File: src/rtl/chkexp_pkg.sv
package chkexp_pkg;

  typedef enum logic [2:0] {
    PH_IDLE,
    PH_SYNC,
    PH_XFER,
    PH_DIST,
    PH_INPT,
    PH_PICK,
    PH_FIN
  } ph_t;

  // index of the lowest set bit, 0 when none is set
  function automatic int lowest_one(input logic [31:0] v);
    int r;
    r = 0;
    for (int k = 31; k >= 0; k--) begin
      if (v[k]) r = k;
    end
    return r;
  endfunction

endpackage

File: src/rtl/chkexp_ctrl.sv
module chkexp_ctrl import chkexp_pkg::*; #(
  parameter int P = 2,
  parameter int M = 2,
  localparam int N  = 1 << P,
  localparam int SW = $clog2(M + 2),
  localparam int JW = (M > 1) ? $clog2(M) : 1,
  localparam int CW = $clog2(2 * P) + 1,
  localparam int TW = $clog2(N * M)
) (
  input  logic          clk,
  input  logic          rst_n,
  input  logic          start,
  input  logic [N*M-1:0] spec_chk,
  output logic [SW-1:0] sym,
  output logic          valid,
  output logic          busy,
  output logic          done,
  output logic          launch
);

  localparam logic [SW-1:0] E0 = SW'(M);
  localparam logic [SW-1:0] E1 = SW'(M + 1);

  ph_t            ph_q, ph_d;
  logic           partb_q, partb_d;
  logic [P-1:0]   si_q, si_d;
  logic [JW-1:0]  sj_q, sj_d;
  logic [CW-1:0]  cnt_q, cnt_d;

  logic [TW-1:0]  pidx;
  logic [P-1:0]   si_inc, shx;
  logic           last_st, last_j, xbit;
  logic [CW-1:0]  dist_lim;
  ph_t            adv_ph;
  logic [P-1:0]   adv_si;
  logic [JW-1:0]  adv_sj;

  assign pidx     = TW'(si_q) * TW'(M) + TW'(sj_q);
  assign si_inc   = si_q + 1'b1;
  assign last_st  = &si_q;
  assign last_j   = (sj_q == JW'(M - 1));
  assign shx      = si_q >> cnt_q;
  assign xbit     = shx[0];
  assign dist_lim = partb_q ? CW'(P - 1) : CW'(2 * P - 1);

  // step to the next (state, input) pair of the transition phase
  always_comb begin
    adv_si = si_q;
    adv_sj = sj_q + 1'b1;
    adv_ph = PH_PICK;
    if (last_j) begin
      adv_sj = '0;
      if (last_st) adv_ph = PH_FIN;
      else         adv_si = si_inc;
    end
  end

  always_comb begin
    ph_d    = ph_q;
    partb_d = partb_q;
    si_d    = si_q;
    sj_d    = sj_q;
    cnt_d   = cnt_q;
    sym     = '0;
    valid   = 1'b0;
    case (ph_q)
      PH_IDLE: begin
        if (start) begin
          ph_d    = PH_SYNC;
          partb_d = 1'b0;
          si_d    = '0;
          sj_d    = '0;
          cnt_d   = '0;
        end
      end
      PH_SYNC: begin
        valid = 1'b1;
        sym   = E0;
        cnt_d = cnt_q + 1'b1;
        if (cnt_q == CW'(P - 1)) begin
          ph_d  = PH_DIST;
          cnt_d = '0;
        end
      end
      PH_XFER: begin
        valid = 1'b1;
        sym   = xbit ? E1 : E0;
        cnt_d = cnt_q + 1'b1;
        if (cnt_q == CW'(P - 1)) begin
          ph_d  = partb_q ? PH_INPT : PH_DIST;
          cnt_d = '0;
        end
      end
      PH_DIST: begin
        valid = 1'b1;
        sym   = E0;
        cnt_d = cnt_q + 1'b1;
        if (cnt_q == dist_lim) begin
          cnt_d = '0;
          if (!partb_q) begin
            if (last_st) begin
              partb_d = 1'b1;
              si_d    = '0;
              sj_d    = '0;
              ph_d    = PH_PICK;
            end else begin
              si_d  = si_inc;
              ph_d  = PH_XFER;
              cnt_d = CW'(lowest_one(32'(si_inc)));
            end
          end else begin
            ph_d = adv_ph;
            si_d = adv_si;
            sj_d = adv_sj;
          end
        end
      end
      PH_INPT: begin
        valid = 1'b1;
        sym   = SW'(sj_q);
        ph_d  = PH_DIST;
        cnt_d = '0;
      end
      PH_PICK: begin
        if (spec_chk[pidx]) begin
          if (si_q == '0) begin
            ph_d = PH_INPT;
          end else begin
            ph_d  = PH_XFER;
            cnt_d = CW'(lowest_one(32'(si_q)));
          end
        end else begin
          ph_d = adv_ph;
          si_d = adv_si;
          sj_d = adv_sj;
        end
      end
      PH_FIN:  ph_d = PH_IDLE;
      default: ph_d = PH_IDLE;
    endcase
  end

  always_ff @(posedge clk or negedge rst_n) begin
    if (!rst_n) begin
      ph_q    <= PH_IDLE;
      partb_q <= 1'b0;
      si_q    <= '0;
      sj_q    <= '0;
      cnt_q   <= '0;
    end else begin
      ph_q    <= ph_d;
      partb_q <= partb_d;
      si_q    <= si_d;
      sj_q    <= sj_d;
      cnt_q   <= cnt_d;
    end
  end

  assign busy   = (ph_q != PH_IDLE) && (ph_q != PH_FIN);
  assign done   = (ph_q == PH_FIN);
  assign launch = (ph_q == PH_IDLE) && start;

  assert_first_sym_R3: assert property (@(posedge clk) disable iff (!rst_n)
    launch |=> (valid && sym == E0));
  assert_sym_range_R2: assert property (@(posedge clk) disable iff (!rst_n)
    valid |-> (busy && sym <= E1));
  assert_done_pulse_R9: assert property (@(posedge clk) disable iff (!rst_n)
    done |=> (!done && !busy));
  assert_no_relaunch_R10: assert property (@(posedge clk) disable iff (!rst_n)
    busy |=> !launch);

endmodule

File: src/rtl/chkexp_model.sv
module chkexp_model #(
  parameter int P = 2,
  parameter int M = 2,
  localparam int N  = 1 << P,
  localparam int SW = $clog2(M + 2),
  localparam int TW = $clog2(N * M)
) (
  input  logic            clk,
  input  logic            rst_n,
  input  logic            launch,
  input  logic [SW-1:0]   sym,
  input  logic            valid,
  input  logic [N*M*P-1:0] spec_next,
  input  logic [N*M-1:0]  spec_out,
  input  logic [N*M-1:0]  spec_out_ok,
  input  logic [N*M-1:0]  spec_nxt_ok,
  output logic            exp_bit,
  output logic            care
);

  logic [P-1:0]  mst_q, mst_d;
  logic [P-1:0]  kn_q, kn_d;
  logic [TW-1:0] idx;
  logic          is_shift, shift_one, full;

  assign is_shift  = (sym >= SW'(M));
  assign shift_one = (sym == SW'(M + 1));
  assign full      = &kn_q;
  assign idx       = TW'(mst_q) * TW'(M) + TW'(sym);

  always_comb begin
    if (is_shift) begin
      exp_bit = mst_q[0];
      care    = kn_q[0];
      mst_d   = (mst_q >> 1) | (P'(shift_one) << (P - 1));
      kn_d    = (kn_q >> 1) | (P'(1) << (P - 1));
    end else begin
      exp_bit = spec_out[idx];
      care    = full & spec_out_ok[idx];
      mst_d   = spec_next[idx*P +: P];
      kn_d    = (full & spec_nxt_ok[idx]) ? '1 : '0;
    end
  end

  always_ff @(posedge clk or negedge rst_n) begin
    if (!rst_n) begin
      mst_q <= '0;
      kn_q  <= '0;
    end else if (launch) begin
      kn_q  <= '0;
    end else if (valid) begin
      mst_q <= mst_d;
      kn_q  <= kn_d;
    end
  end

  assert_shift_zero_R7: assert property (@(posedge clk) disable iff (!rst_n)
    (valid && !launch && sym == SW'(M)) |=> (!mst_q[P-1] && kn_q[P-1]));
  assert_fresh_unknown_R3: assert property (@(posedge clk) disable iff (!rst_n)
    launch |=> (kn_q == '0));

endmodule

File: src/rtl/chkexp_flag.sv
module chkexp_flag (
  input  logic clk,
  input  logic rst_n,
  input  logic clr,
  input  logic valid,
  input  logic care,
  input  logic exp_bit,
  input  logic obs,
  output logic fail
);

  logic fail_d;

  always_comb begin
    if (clr) fail_d = 1'b0;
    else     fail_d = fail | (valid & care & (obs != exp_bit));
  end

  always_ff @(posedge clk or negedge rst_n) begin
    if (!rst_n) fail <= 1'b0;
    else        fail <= fail_d;
  end

  assert_sticky_R8: assert property (@(posedge clk) disable iff (!rst_n)
    (fail && !clr) |=> fail);
  assert_rise_cause_R8: assert property (@(posedge clk) disable iff (!rst_n)
    $rose(fail) |-> $past(valid && care && obs != exp_bit));

endmodule

File: src/rtl/chkexp_seq.sv
module chkexp_seq #(
  parameter int P = 2,
  parameter int M = 2,
  localparam int N  = 1 << P,
  localparam int SW = $clog2(M + 2)
) (
  input  logic             clk,
  input  logic             rst_n,
  input  logic             start,
  input  logic             obs,
  input  logic [N*M*P-1:0] tbl_next,
  input  logic [N*M-1:0]   tbl_out,
  input  logic [N*M-1:0]   tbl_out_ok,
  input  logic [N*M-1:0]   tbl_next_ok,
  output logic [SW-1:0]    sym,
  output logic             sym_valid,
  output logic             busy,
  output logic             done,
  output logic             fail
);

  logic launch, exp_bit, care;

  chkexp_ctrl #(.P(P), .M(M)) ctrl_i (
    .clk(clk), .rst_n(rst_n), .start(start),
    .spec_chk(tbl_out_ok | tbl_next_ok),
    .sym(sym), .valid(sym_valid), .busy(busy), .done(done), .launch(launch)
  );

  chkexp_model #(.P(P), .M(M)) model_i (
    .clk(clk), .rst_n(rst_n), .launch(launch), .sym(sym), .valid(sym_valid),
    .spec_next(tbl_next), .spec_out(tbl_out), .spec_out_ok(tbl_out_ok),
    .spec_nxt_ok(tbl_next_ok), .exp_bit(exp_bit), .care(care)
  );

  chkexp_flag flag_i (
    .clk(clk), .rst_n(rst_n), .clr(launch), .valid(sym_valid), .care(care),
    .exp_bit(exp_bit), .obs(obs), .fail(fail)
  );

endmodule

File: config.mk
export PLATFORM = sky130hd
export DESIGN_NAME = chkexp_seq
export DESIGN_NICKNAME = d
export VERILOG_FILES = /design/src/rtl/chkexp_pkg.sv /design/src/rtl/chkexp_ctrl.sv /design/src/rtl/chkexp_model.sv /design/src/rtl/chkexp_flag.sv /design/src/rtl/chkexp_seq.sv
export SDC_FILE = /design/constraint.sdc
export NUM_CORES = 1
export LEC_CHECK = 0
export BUFFER_PORTS_ARGS = -buffer_cell sky130_fd_sc_hd__buf_2
export CORE_UTILIZATION = 47
export DETAILED_ROUTE_END_ITERATION = 10
export PLACE_DENSITY = 0.88
export SLEW_MARGIN = 30
export SYNTH_ARGS = -nofsm -noshare
export SYNTH_HDL_FRONTEND = slang
export SYNTH_SLANG_ARGS = --single-unit
File: constraint.sdc
create_clock -name clk -period 2.8 [get_ports clk]
set_clock_uncertainty 0.1 [all_clocks]
set_input_delay 0.42 -clock clk [delete_from_list [all_inputs] [get_ports clk]]
set_output_delay 0.42 -clock clk [all_outputs]
set_load 0.005 [all_outputs]
==> impl_metrics.json, run 1 <==
{
  "synth.net_count": 247,
  "status": "finished clean",
  "arrival_ns": 2.77,
  "ios": 50,
  "synthArstFlopShare_pct": 100,
  "startpoint_type": "flop",
  "cp_max_fo": 12,
  "hold_viol_final": 0,
  "port_buffers": 49,
  "power_w": 0.00195,
  "whs_endpoint": "flag_i.fail$_DFF_PN0_",
  "vias": 1711,
  "core_sq_mm": 0.00336,
  "die_h_um": 61.4,
  "yosysTopAreaCell": "dfrtp_1",
  "timing.rr.end": "flag_i.fail$_DFF_PN0_",
  "drv_slew": 0,
  "layout_min_cycle_time_ns": 2.67,
  "synth_seq_cells": 15,
  "grt_pass1_vias": 1638,
  "drtPass1Iterations": 4,
  "cellLeakagePower_nw": 0.958,
  "die_w_um": 61.4,
  "seq_area_frac_synth_pct": 22.7,
  "worstMarginPinSlew_ns": 0.610,
  "routabilityCongestion": 1.05,
  "drc": 0,
  "place_hpwl_um": 3540,
  "syn_area_sq_mm": 0.00166,
  "synth.top_cells.by_area": "dfrtp_1, mux2i_1, ha_1",
  "wl_um": 4350,
  "ys.warnings.count": 0,
  "clk-insertion-delay-late_ns": 0.30,
  "clock_sinks": 15,
  "maxCapViolations": 0,
  "cts_resized": 0,
  "clk_pin_slew_ns": 0.10,
  "grt_use_total_pct": 25.8,
  "required_ns": 2.90,
  "diodes": 0,
  "drt-initial-drc-count": 92,
  "antenna_left": 0,
  "nNetsFinal": 305,
  "htree_levels": 1,
  "wl_per_cell_um": 14.6,
  "grt_first_pass_wirelength_um": 7200,
  "setup_tns_ns": 0,
  "grt_max_degree": 16,
  "grt-ovfl-total": 0,
  "cts_tree": "built",
  "slew_headroom_pct": 59.2,
  "whs_path_depth": 4,
  "die-area_sq_mm": 0.00377,
  "fin_crit_sh_pct": 95.4,
  "r2r_slack_ns": 0.13,
  "cts_root_buffer": "clkbuf_4",
  "grt_setup_unrepaired": "false",
  "syn_inst": 195,
  "hp-class": "input port to flop",
  "post_cts_buffers": 0,
  "ys.flop_type": "dfrtp_1",
  "cts_made_buffers": 3,
  "r2r_cells": 7,
  "cp-end-kind": "flop",
  "fillers": 315,
  "postLayoutCoreUtil_pct": 61.0,
  "synth_top_area_share_pct": 22.7,
  "seq_area_sq_um": 375,
  "ys_types": 48,
  "hold_buffers": 1,
  "drive_above_1_share_pct": 30.6,
  "synthTopCellsByCount": "nor2_1, nand2_1, dfrtp_1, mux2i_1, a21oi_1",
  "path_class": "flop to flop",
  "rows": 21,
  "synth_most_common_cell": "nor2_1",
  "viasPerCell": 5.74,
  "antenna_found_initial": 0,
  "r2r_start": "ctrl_i.ph_q[2]$_DFFE_PN0P_",
  "power_density_mw_per_mm2": 949,
  "min-delay-start": "start",
  "clockBufferDepth": 2,
  "areaGrowthSynthToFinish_pct": 23.9,
  "syn_area_per_cell_sq_um": 8.50,
  "placed_cell_area_sq_mm": 0.00201,
  "ir_drop_mv": 0.427,
  "multi_input_area_sq_mm": 0.00122,
  "setup_viol": 0,
  "initial_utilization_pct": 49.3,
  "max_freq_mhz": 374,
  "synth_edf_count": 0,
  "design_area_sq_mm": 0.00205
}
[cell usage in the layout, fill, tap and decap left out, drive strengths merged, types with 3 or more instances in the layout]
cell / instances
buf: 61
dfrtp: 15
nand2b: 3
a211oi: 3
nor2b: 3
nor2: 23
and3: 4
nand2: 16
clkbuf: 3
ha: 8
mux2: 6
inv: 8
nand3: 8
nand3b: 3
or3: 3
mux4: 7
a21oi: 10
o21ai: 12
mux2i: 15
nor3: 8
o31ai: 4
[registers in the layout, summed over array words and instances, names as in the netlist]
name            flops
ctrl_i.cnt_q        3
ctrl_i.ph_q         3
ctrl_i.si_q         2
model_i.kn_q        2
model_i.mst_q       2
ctrl_i.last_j       1
ctrl_i.partb_q      1
flag_i.fail         1
[worst max-delay path by stage]
stage,start,end,slack [ns],cells after the start
2_1_floorplan,ctrl_i.ph_q[0]$_DFFE_PN0P_,model_i.mst_q[1]$_DFFE_PN0P_,0.0002,10
3_3_place_gp,ctrl_i.ph_q[0]$_DFFE_PN0P_,flag_i.fail$_DFF_PN0_,0.23,7
3_5_place_dp,ctrl_i.ph_q[0]$_DFFE_PN0P_,flag_i.fail$_DFF_PN0_,0.15,7
4_1_cts,ctrl_i.ph_q[0]$_DFFE_PN0P_,flag_i.fail$_DFF_PN0_,0.13,7
5_1_grt,ctrl_i.ph_q[0]$_DFFE_PN0P_,model_i.kn_q[1]$_DFFE_PN0P_,0.03,9
6_report,ctrl_i.ph_q[2]$_DFFE_PN0P_,flag_i.fail$_DFF_PN0_,0.13,7
[worst max-delay path: stages (launching register included)]
cell and delay [ns]:
dfrtp_1 0.46, buf_4 0.20, nand2b_1 0.26, o31ai_4 0.34
mux4_1 0.57, or3_1 0.32, a41oi_1 0.24, nor3_1 0.08
[report_power, final]
group          switching, W  internal [W]  leakage, nW  total (W)
combinational      0.000735      0.000692        0.750    0.00143
clock             0.0000820     0.0000534       0.0177   0.000135
sequential        0.0000907      0.000294        0.190   0.000384
total              0.000908       0.00104        0.958    0.00195
[per-stage QoR]
stage / instances / hold WS (ns) / worst slack, ns
global placement: 293 / 0.249 / 0.231
CTS: 298 / 0.339 / 0.131
finish: 298 / 0.343 / 0.128
floorplan: 195 / 0.0244 / 0.000162
global route: 298 / 0.367 / 0.0261
detailed placement: 293 / 0.249 / 0.151
[layout make-up]
| type | count | area share [%] |
|---|---|---|
| multi-input cells | 163 | 59.3 |
| flip-flops and latches | 15 | 18.3 |
| inverters | 8 | 1.46 |
| clock buffers | 3 | 1.10 |
| well taps | 46 | 2.80 |
| repair buffers | 62 | 16.8 |
| clock inverters | 1 | 0.244 |
[cell families (layout without fill, tap and decap cells)]
logic type | after synthesis | after routing | synth area share [%]
compound gates | 44 | 44 | 18.1
xor+xnor | 3 | 3 | 1.59
fa+ha+maj | 8 | 8 | 6.04
buf+inv | 17 | 74 | 3.93
flops | 15 | 15 | 22.7
mux | 28 | 28 | 23.3
simple gates | 80 | 80 | 24.3
[per-layer routing]
metal / part of all wire (%) / wire [um] / vias to the layer above / GRT usage (%)
li1: - / - / 842 / -
met1: 42 / 1840 / 799 / 34.0
met2: 50 / 2180 / 61 / 43.6
met3: 6.0 / 261 / 9 / 4.83
met4: 1.6 / 69 / 0 / 7.30
met5: 0 / 0 / - / 0
Note: power is estimated with default switching activity, not from simulation.
==> inputs of run 2 (changes only) <==
Settings changed: CELL_PAD_IN_SITES_DETAIL_PLACEMENT set to 0, CELL_PAD_IN_SITES_GLOBAL_PLACEMENT set to 2, CORE_UTILIZATION 47 to 27, GPL_ROUTABILITY_DRIVEN set to 0.
==> impl_metrics.json, run 2 (synthesis gave the netlist of run 1 again) <==
{
  "grt_pass1_vias": 1670,
  "drive_above_1_share_pct": 31.4,
  "wl_um": 4810,
  "cts_root_buffer": "clkbuf_8",
  "port_buffers": 49,
  "grt_setup_unrepaired": "false",
  "die-area_sq_mm": 0.00645,
  "cp_common_cell": "nand2_1",
  "required_ns": 2.84,
  "cp_slowest_cell": "mux4_2",
  "final_common_cell": "buf_2",
  "htree_levels": 1,
  "mostFrequentLayoutCells": "buf_2, nor2_1, nand2_1",
  "switching_share_pct": 45.2,
  "r2r_cells": 9,
  "whs_path_depth": 4,
  "clk_pin_slew_ns": 0.07,
  "r2r_start": "ctrl_i.ph_q[0]$_DFFE_PN0P_",
  "drt-initial-drc-count": 70,
  "cp_max_fo": 4,
  "cp.buffers_inverters": 1,
  "power.share.combinational_pct": 72.9,
  "place_inst": 325,
  "clock_sinks": 15,
  "cts_made_buffers": 3,
  "r2r_slack_ns": 0.14,
  "areaGrowthSynthToFinish_pct": 28.6,
  "top_regs": "ctrl_i.cnt_q (3), ctrl_i.ph_q (3)",
  "drc": 0,
  "viasPerCell": 5.04,
  "worstMarginPinSlew_ns": 0.559,
  "initial_utilization_pct": 28.0,
  "grt_first_pass_wirelength_um": 8200,
  "die_h_um": 80.3,
  "maxCapViolations": 0,
  "max_freq_mhz": 375,
  "power_density_mw_per_mm2": 957,
  "max_stage_delay_ns": 0.52,
  "whs_ns": 0.382,
  "p_int_w": 0.00112,
  "drv_slew": 0,
  "diodes": 0,
  "cpLargestDelayFamily": "multiplexers",
  "grt_use_total_pct": 16.4,
  "clk-insertion-delay-late_ns": 0.25,
  "layout_min_cycle_time_ns": 2.66,
  "drtPass1Iterations": 4,
  "hp-class": "input port to flop",
  "p_clk_share_pct": 9.1,
  "status": "finished clean",
  "design_area_sq_mm": 0.00213,
  "fin_crit_sh_pct": 95.2,
  "antenna_left": 0,
  "arrival_ns": 2.70,
  "antenna_found_initial": 0,
  "slew_headroom_pct": 62.6,
  "cp_num_cells": 9,
  "power_frac_seq_pct": 18.0,
  "whs_endpoint": "flag_i.fail$_DFF_PN0_",
  "cp-end-kind": "flop",
  "crit_chain": "or2_1 -> nand2_1 -> inv_1 -> ha_2 -> mux4_2 -> nand2_1 -> o31ai_1 -> mux2_1 -> mux2_2",
  "wl_per_cell_um": 14.6,
  "ios": 50,
  "hold_viol_final": 0,
  "timing.rr.end": "model_i.mst_q[1]$_DFFE_PN0P_",
  "core_sq_mm": 0.00592,
  "p_switching_w": 0.000922,
  "cellLeakagePower_nw": 0.977,
  "rows": 28,
  "min-delay-start": "start",
  "setup_tns_ns": 0,
  "die_w_um": 80.3,
  "placed_cell_area_sq_mm": 0.00207,
  "startpoint_type": "flop",
  "grt-ovfl-total": 0,
  "vias": 1662,
  "path_class": "flop to flop",
  "nNetsFinal": 308,
  "ir_drop_mv": 0.450,
  "clockBufferDepth": 2,
  "power_w": 0.00204,
  "cts_tree": "built",
  "setup_viol": 0,
  "fin_cells": 330,
  "grt_max_degree": 22,
  "place_hpwl_um": 3910
}
==> run 2: tightest hold or removal path, cell delays in order <==
cell and delay (ns):
buf_2 0.11, nand2_1 0.07, o41ai_1 0.06, nor3_1 0.04
==> run 2: power by group through the flow <==
stage,Clock [W],Combinational [W],Sequential (W)
finish,0.000186,0.00149,0.000367
global route,0.000204,0.00166,0.000379
CTS,0.000194,0.00149,0.000366
detailed placement,0,0.00148,0.000370
global placement,0,0.00147,0.000369
floorplan,0,0.00104,0.000368
==> run 2: worst max path at each step <==
stage                                          start                           end  slack [ns]
final                     ctrl_i.ph_q[0]$_DFFE_PN0P_  model_i.mst_q[1]$_DFFE_PN0P_        0.14
after global routing      ctrl_i.ph_q[0]$_DFFE_PN0P_  model_i.mst_q[1]$_DFFE_PN0P_       0.009
after CTS                 ctrl_i.ph_q[0]$_DFFE_PN0P_  model_i.mst_q[1]$_DFFE_PN0P_        0.10
after detailed placement  ctrl_i.ph_q[0]$_DFFE_PN0P_  model_i.mst_q[1]$_DFFE_PN0P_        0.12
after global placement    ctrl_i.ph_q[0]$_DFFE_PN0P_  model_i.mst_q[1]$_DFFE_PN0P_        0.23
after floorplan           ctrl_i.ph_q[0]$_DFFE_PN0P_  model_i.mst_q[1]$_DFFE_PN0P_      0.0002
==> run 2: area by class of cell <==
cell class              instances  area (sq um)
fillers                       631          3790
multi-input cells             163          1220
flip-flops and latches         15           375
repair buffers                 65           368
well taps                      75          93.8
clock buffers                   4          45.0
inverters                       8          30.0
==> run 2: through the flow <==
stage	utilization [%]	setup slack (ns)
finish	36.0	0.135
global route	36.0	0.00943
global placement	35.0	0.226
detailed placement	35.0	0.122
floorplan	-	0.000162
CTS	35.9	0.101
==> run 2: what timing repair did <==
action                     4_1_cts  5_1_grt
resized for setup                0        1
hold endpoints to repair         8        0
setup buffers                    0        0
hold buffers                     1        0
setup endpoints to repair        0        2
==> run 2: per-layer routing <==
metal  vias to the layer above  track usage (%)  share of wire, %
li1                        844                -                 -
met4                         0             2.68              0.75
met5                         -                0                 0
met3                         4             3.86               4.7
met1                       783             21.7                48
met2                        31             27.3                47
